`config.mk`:
```
export PLATFORM = sky130hd
export DESIGN_NAME = sc_mod_encoder
export DESIGN_NICKNAME = d
export VERILOG_FILES = /design/src/rtl/sc_enc_pkg.sv /design/src/rtl/sc_enc_clkgen.sv /design/src/rtl/sc_enc_depth.sv /design/src/rtl/sc_enc_fsm.sv /design/src/rtl/sc_mod_encoder.sv
export SDC_FILE = /design/constraint.sdc
export NUM_CORES = 1
export LEC_CHECK = 0
export BUFFER_PORTS_ARGS = -buffer_cell sky130_fd_sc_hd__buf_2
export CAP_MARGIN = 20
export CORE_MARGIN = 2
export CORE_UTILIZATION = 40
export DETAILED_ROUTE_END_ITERATION = 10
export PLACE_DENSITY = 0.74
export SYNTH_ARGS = -nofsm -noshare
export SYNTH_HDL_FRONTEND = slang
export SYNTH_SLANG_ARGS = --single-unit
```
`constraint.sdc`:
```
create_clock -name clk -period 3 [get_ports clk]
set_input_delay 0.15 -clock clk [delete_from_list [all_inputs] [get_ports clk]]
set_output_delay 0.15 -clock clk [all_outputs]
set_load 0.01 [all_outputs]
```
`src/rtl/sc_enc_pkg.sv`:
```
package sc_enc_pkg;
    typedef enum logic [1:0] {
        ST_OFF,
        ST_IDLE,
        ST_SEND
    } enc_state_t;

    localparam logic [3:0] CODE_BPSK  = 4'd1;
    localparam logic [3:0] CODE_MANCH = 4'd2;
endpackage

```
`src/rtl/sc_enc_clkgen.sv`:
```
module sc_enc_clkgen #(
    parameter int DIV = 8,
    localparam int PW = $clog2(DIV)
) (
    input  logic          clk,
    input  logic          rst_n,
    input  logic [PW-1:0] phase,
    output logic          tick
);
    localparam logic [PW-1:0] LAST = PW'(DIV - 1);

    logic [PW-1:0] cnt;

    always_ff @(posedge clk) begin
        if (!rst_n)           cnt <= '0;
        else if (cnt == LAST) cnt <= '0;
        else                  cnt <= cnt + 1'b1;
    end

    assign tick = (cnt == phase);


    tick_single_chk: assert property (@(posedge clk) disable iff (!rst_n)
        (tick && $stable(phase)) |=> !tick);
endmodule

```
`src/rtl/sc_enc_depth.sv`:
```
module sc_enc_depth (
    input  logic [3:0] level_in,
    output logic [1:0] depth
);
    always_comb begin
        if (level_in > 4'd3) depth = 2'd3;
        else                 depth = level_in[1:0];
    end
endmodule

```
`src/rtl/sc_enc_fsm.sv`:
```
module sc_enc_fsm
    import sc_enc_pkg::*;
#(
    parameter int SPB = 16,
    localparam int SW = $clog2(SPB)
) (
    input  logic       clk,
    input  logic       rst_n,
    input  logic       tick,
    input  logic [3:0] code,
    input  logic       bit_valid,
    input  logic       bit_data,
    output logic       bit_ready,
    output logic       mod_en
);
    localparam logic [SW-1:0] LAST = SW'(SPB - 1);
    localparam logic [SW-1:0] HALF = SW'(SPB / 2);

    enc_state_t    state, nxt;
    logic [SW-1:0] samp;
    logic          cur;
    logic          code_ok, is_bpsk, boundary, accept, first_half;

    assign code_ok   = (code == CODE_BPSK) || (code == CODE_MANCH);
    assign is_bpsk   = (code == CODE_BPSK);
    assign boundary  = (state == ST_IDLE) || ((state == ST_SEND) && (samp == LAST));
    assign bit_ready = code_ok && tick && boundary;
    assign accept    = bit_ready && bit_valid;

    always_comb begin
        nxt = state;
        if (!code_ok) begin
            nxt = ST_OFF;
        end else begin
            unique case (state)
                ST_OFF:  nxt = ST_IDLE;
                ST_IDLE: nxt = accept ? ST_SEND : ST_IDLE;
                ST_SEND: begin
                    if (tick && samp == LAST) nxt = accept ? ST_SEND : ST_IDLE;
                end
                default: nxt = ST_OFF;
            endcase
        end
    end

    always_ff @(posedge clk) begin
        if (!rst_n) begin
            state <= ST_OFF;
            samp  <= '0;
            cur   <= 1'b0;
        end else begin
            state <= nxt;
            if (accept) begin
                samp <= '0;
                cur  <= bit_data;
            end else if (tick && state == ST_SEND) begin
                samp <= samp + 1'b1;
            end
        end
    end

    assign first_half = (samp < HALF);

    always_comb begin
        mod_en = 1'b0;
        unique case (state)
            ST_SEND: begin
                if (is_bpsk) mod_en = samp[0] ^ cur;
                else         mod_en = samp[0] && (cur ? first_half : !first_half);
            end
            ST_OFF, ST_IDLE: mod_en = 1'b0;
            default:         mod_en = 1'b0;
        endcase
    end


    accept_start_chk: assert property (@(posedge clk) disable iff (!rst_n)
        accept |=> (state == ST_SEND && samp == '0));

    samp_hold_chk: assert property (@(posedge clk) disable iff (!rst_n)
        (state == ST_SEND && !tick) |=> $stable(samp));

    off_on_bad_code_chk: assert property (@(posedge clk) disable iff (!rst_n)
        !code_ok |=> (state == ST_OFF));

    quiet_outside_send_chk: assert property (@(posedge clk) disable iff (!rst_n)
        (state != ST_SEND) |-> !mod_en);
endmodule

```
`src/rtl/sc_mod_encoder.sv`:
```
module sc_mod_encoder #(
    parameter int DIV = 8,
    parameter int SPB = 16,
    localparam int PW = $clog2(DIV)
) (
    input  logic          clk,
    input  logic          rst_n,
    input  logic [7:0]    tx_ctrl,
    input  logic [PW-1:0] tx_phase,
    input  logic          bit_data,
    input  logic          bit_valid,
    output logic          bit_ready,
    output logic          mod_en,
    output logic [1:0]    mod_depth
);
    logic tick;

    sc_enc_clkgen #(.DIV(DIV)) u_clkgen (
        .clk   (clk),
        .rst_n (rst_n),
        .phase (tx_phase),
        .tick  (tick)
    );

    sc_enc_fsm #(.SPB(SPB)) u_fsm (
        .clk       (clk),
        .rst_n     (rst_n),
        .tick      (tick),
        .code      (tx_ctrl[3:0]),
        .bit_valid (bit_valid),
        .bit_data  (bit_data),
        .bit_ready (bit_ready),
        .mod_en    (mod_en)
    );

    sc_enc_depth u_depth (
        .level_in (tx_ctrl[7:4]),
        .depth    (mod_depth)
    );
endmodule

```
# Word level (Yosys, flattened, before mapping)
# Cells that the tools add are included.
# totals
out_inout_bits	4
ff_bits	10
in_bits	15
rom_bits	0
ram_bits	0
latchBits	0
wordCells	39
memories	0
# op_classes
eq_ne	8
n_mul	0
shifts	0
magnitude_cmp	2
addsub	2
div	0
reduce_logical	14
bitwise_logic	2
muxes	7
# ops
op	n
$logic_and A1 B1 Y1	7
$mux W2	3
$pmux W2 S3	1
$add A4 B1 Y4 const B	1
$eq A4 B1 Y1 const B	1
$eq A4 B2 Y1 const B	1
$eq A4 B4 Y1 const B	1
$gt A4 B2 Y1 const B	1
$lt A4 B4 Y1 const B	1
$reduce_or A2 Y1	2
$add A3 B1 Y3 const B	1
$eq A3 B3 Y1	1
$eq A3 B3 Y1 const B	1
$mux W1	3
$eq A2 B1 Y1 const B	1
$eq A2 B2 Y1 const B	1
$logic_not A2 Y1	1
$logic_or A1 B1 Y1	2
$ne A2 B1 Y1 const B	1
$reduce_and A2 Y1	1
$logic_not A1 Y1	1
$not A1 Y1	1
$xor A1 B1 Y1	1

# Depth between registers and ports, before layout
# depth
ltp_word	8
ltp_mapped	6
mapped_depth_nobuf	6

# By module
# A second synthesis with hierarchy kept.
# unflattened
hier_cells	68
hier_area_um2	619.3
# by_module_without_submodules
mod	seq_area_each_um2	n_inst	cells_each	area_per_inst_um2
sc_enc_fsm	140.1	1	54	460.4
sc_enc_clkgen	60.1	1	12	146.4
sc_enc_depth	0.0	1	2	12.5

# Worst setup path after synthesis
# Ideal clock, no wire load.
# synth_path
kind	reg2reg
from	reg u_fsm.state[0]
to	reg u_fsm.state[1]
required_time_ns	2.931
path_slack_ns	1.261
stages_incl_launch_ff	7
setup_ns	0.069
period_less_slack_ns	1.739
path_buffers	0
arrival_time_ns	1.670
cell_sequence	dfxtp_1 inv_1 ha_1 a41oi_1 or4_4 or3_1 o21ai_1
# synth_via
elab_chain_cells	8
word_cells_on_any_way	11
classes_between	3 x eq/ne; 3 x mux; 5 x reduce/logical
# synth_lines
item	line	source
from (decl)	sc_enc_fsm.sv:19	enc_state_t state, nxt;
from (signal assigned)	sc_enc_fsm.sv:52	state <= nxt;
$eq A2 B2 Y1	sc_enc_fsm.sv:26, sc_enc_fsm.sv:35	
$logic_and A1 B1 Y1	sc_enc_fsm.sv:26	assign boundary = (state == ST_IDLE) || ((state == ST_SEND) && (samp == LAST));
$logic_or A1 B1 Y1	sc_enc_fsm.sv:26	
$logic_and A1 B1 Y1	sc_enc_fsm.sv:27	assign bit_ready = code_ok && tick && boundary;
$logic_and A1 B1 Y1	sc_enc_fsm.sv:28	assign accept = bit_ready && bit_valid;
$mux W2	sc_enc_fsm.sv:37, sc_enc_fsm.sv:39	
$mux W2	sc_enc_fsm.sv:39	if (tick && samp == LAST) nxt = accept ? ST_SEND : ST_IDLE;
$pmux W2 S3	sc_enc_fsm.sv:35	unique case (state)
# Parallel ways exist; a longest one is shown, timed or not. The select of a mux whose other input is x is not followed.
# A chain may end at the register's enable or synchronous reset.

# Final worst setup path
# layout_path
from	reg u_fsm.state[0]
to	out bit_ready
# layout_via
elab_chain_cells	4
word_cells_on_any_way	5
classes_between	2 x eq/ne; 3 x reduce/logical
# layout_lines
item	line	source
$eq A2 B2 Y1	sc_enc_fsm.sv:26	
$logic_and A1 B1 Y1	sc_enc_fsm.sv:26	
$logic_or A1 B1 Y1 *	sc_enc_fsm.sv:26	
$logic_and A1 B1 Y1 *	sc_enc_fsm.sv:27	
to (decl)	sc_mod_encoder.sv:12	output logic bit_ready,
# Every way passes the cells marked *; elsewhere a longest branch is shown, timed or not.

==> metrics.md <==
| Metric | Value |
|---|---|
| Port bufs | `18` |
| R2R Path End | `u_fsm.samp[2]` |
| Number of register bits inferred by synthesis | `10` |
| WHS | `0.1498 ns` |
| GRT Overall Usage | `0.1599` |
| Synth Area in Simple Gates | `0.2964` |
| Worst r2r src | `u_fsm.state[0]` |
| P_leak | `0.3299 nW` |
| Pwr per Cell Area | `340.1 mW/mm²` |
| Mux cell area share after synthesis | `0.01501` |
| Synth Area in Compound Gates | `0.1276` |
| Cells after Synth | `74` |
| Area of the die | `0.002010 mm²` |
| Layout Nets | `119` |
| Status | `complete, no violations` |
| Top FF cell, synth | `dfxtp_1` |
| CP startpoint kind | `flip-flop` |
| Post-cts sizing count | `0` |
| Worst skew pair latency | `0.26 ns` |
| Synth Net Count | `96` |
| Hold path startpoint | `bit_data` |
| Slew Limit Fails | `0` |
| Power, Total | `0.2719 mW` |
| Synth-to-Final Area Change | `19.89%` |
| Routed len/inst | `12.22 µm` |
| Worst Skew | `0.006719 ns` |
| Hold depth | `3` |
| Tmin final | `1.961 ns` |
| Ant. Diodes | `0` |
| HPWL Detailed | `1149 µm` |
| Worst hold endpoint | `u_fsm.cur` |
| Setup TNS | `0 ns` |
| Yosys cell types | `26` |
| Setup violators final | `0` |
| Synth Area in Adders | `0.1313` |
| Slew @ Worst Pin | `0.5677 ns` |
| CTS Buf Count | `3` |
| Post-synthesis xor/xnor area fraction | `0.1182` |
| Max_cap viols | `0` |
| Post-CTS Setup Bufs | `0` |
| Chip height | `44.83 µm` |
| DRT antenna net count | `0` |
| GP Congestion | `0.8451` |
| Worst-path clk slew | `0.06 ns` |
| IO Count | `19` |
| Worst Hold Class | `in -> reg` |
| Finished Layout Cells | `111` |
| Placed insts | `108` |
| CTS max path bufs | `2` |
| Worst slew margin | `0.6162` |
| Initial antenna violation count | `0` |
| Crit Path Class | `reg -> out` |
| R2R setup slack | `1.07 ns` |
| Syn_area_per_cell | `9.012 µm²` |
| Layout cell share with drive strength beyond 1 | `0.2316` |
| Initial drt markers | `10` |
| Root buffer cell | `clkbuf_4` |
| Max frequency | `510.1 MHz` |
| Worst EP arrival | `1.81 ns` |
| GRT Residual Overflow | `0` |
| Final Util | `0.5187` |
| Vias in the first global route | `593` |
| CTS Hold Bufs | `0` |
| First-pass GRT wire length | `2318 µm` |
| Max FO, Critical Path | `6` |
| Number of enable flip-flop cells after synthesis | `0` |
| Post-route DRC | `0` |
| Maximum VDD drop | `0.2253 mV` |
| CTS tree | `yes` |
| Largest net degree at the start of global routing | `7` |
| H-tree depth | `1` |
| Die Span X | `44.83 µm` |
| Routed wire length | `1356 µm` |
| FP Rows | `14` |
| Worst r2r path cells | `6` |
| Via/cell ratio | `5.541` |
| RSZ-0062 raised after global routing | `false` |
| Ys async rst share | `0` |
| Final period util | `0.6535` |
| Netlist Area Pre-Place | `666.9 µm²` |
| Largest family of logic cells by synthesized area | `simple AND/OR/NAND/NOR gates` |
| Required time of the critical path | `2.85 ns` |
| Final Hold Viols | `0` |
| Total number of vias | `615` |
| CP endpoint kind | `primary output` |
| Total clock sinks | `10` |
| Yosys Warn Count | `0` |
| Initial Util | `0.4326` |
| DR pass1 iterations | `4` |
| Core area | `0.001541 mm²` |
| Sequential area share after synthesis | `0.3002` |
## cell usage after synthesis (all sizes together), types with 3 or more instances
library cell	n	share of area
xor2	4	0.053
dfxtp	10	0.30
nor2	4	0.023
xnor2	5	0.066
or3	4	0.038
nor2b	3	0.028
nand3	4	0.030
ha	7	0.13
nand4	3	0.028
nand2	3	0.017
o21ai	6	0.045
## worst max-delay path by stage
stage	to	start	slack [ns]
global route	bit_ready	u_fsm.state[0]	0.87
finish	bit_ready	u_fsm.state[0]	1.04
global placement	u_fsm.state[1]	u_fsm.state[0]	1.15
detailed placement	u_fsm.samp[2]	u_fsm.state[0]	1.04
CTS	bit_ready	u_fsm.state[0]	1.01
floorplan	u_fsm.state[1]	u_fsm.state[0]	1.26
## flip-flops by register name (all words and copies together), names as in the netlist
signal        cells
u_clkgen.cnt      3
u_fsm.samp        4
u_fsm.cur         1
u_fsm.state       2
## layout make-up
| type | instances | area [µm²] |
|---|---|---|
| clock buffers | 3 | 22.52 |
| inverters | 2 | 7.507 |
| fillers | 159 | 742.0 |
| multi-input cells | 62 | 459.2 |
| flip-flops and latches | 10 | 200.2 |
| well taps | 16 | 20.02 |
| repair buffers | 18 | 90.09 |
## through the flow
| stage | instance area [µm²] | setup WS (ns) |
|---|---|---|
| 2_1_floorplan | 666.9 | 1.261 |
| 3_3_place_gp | 777.0 | 1.147 |
| 3_5_place_dp | 777.0 | 1.044 |
| 4_1_cts | 799.5 | 1.006 |
| 5_1_grt | 799.5 | 0.8739 |
| 6_report | 799.5 | 1.039 |
## report_power, final
| part | switching [mW] | internal, mW | leakage, nW | total, mW |
|---|---|---|---|---|
| combinational | 0.0232 | 0.0205 | 0.235 | 0.0437 |
| sequential | 0.00459 | 0.137 | 0.0812 | 0.141 |
| clock | 0.0407 | 0.0461 | 0.0138 | 0.0868 |
## critical path: stages, from the launching register on
cell and delay (ns):
dfxtp_1 0.32, inv_1 0.10, ha_1 0.26, a41oi_1 0.17, or4_4 0.46, nor2_1 0.10
buf_2 0.13
## cells in the final DEF (no fill, tap or decap), drive strengths merged
cell | netlist | layout
a21boi | 2 | 2
o311a | 1 | 1
nand4 | 3 | 3
nand3 | 4 | 4
inv | 2 | 2
mux2i | 1 | 1
clkbuf | 0 | 3
and4 | 1 | 1
o21ai | 6 | 6
buf | 0 | 18
a21oi | 2 | 2
and3b | 2 | 2
xor2 | 4 | 4
or3 | 4 | 4
a41oi | 1 | 1
xnor2 | 5 | 5
nor4b | 2 | 2
nor3b | 2 | 2
nand2b | 1 | 1
nand2 | 3 | 3
nor2 | 4 | 4
nor4 | 2 | 2
ha | 7 | 7
dfxtp | 10 | 10
o41a | 1 | 1
nor2b | 3 | 3
or4 | 1 | 1
## logic make-up (layout without fill, tap and decap cells)
logic type / after synthesis / after routing
mux: 1 / 1
flops: 10 / 10
fa+ha+maj: 7 / 7
compound gates: 13 / 13
buf+inv: 2 / 23
xor+xnor: 9 / 9
simple gates: 32 / 32
## layer usage
layer / up-vias / share of wire / track usage / wire (µm)
met4: 0 / 0.0081 / 0.05294 / 11
met1: 287 / 0.42 / 0.1671 / 570
li1: 318 / - / - / -
met2: 8 / 0.53 / 0.2841 / 721
met3: 2 / 0.038 / 0.07200 / 52
met5: - / 0 / 0 / 0
(Power assumes the default switching activity.)
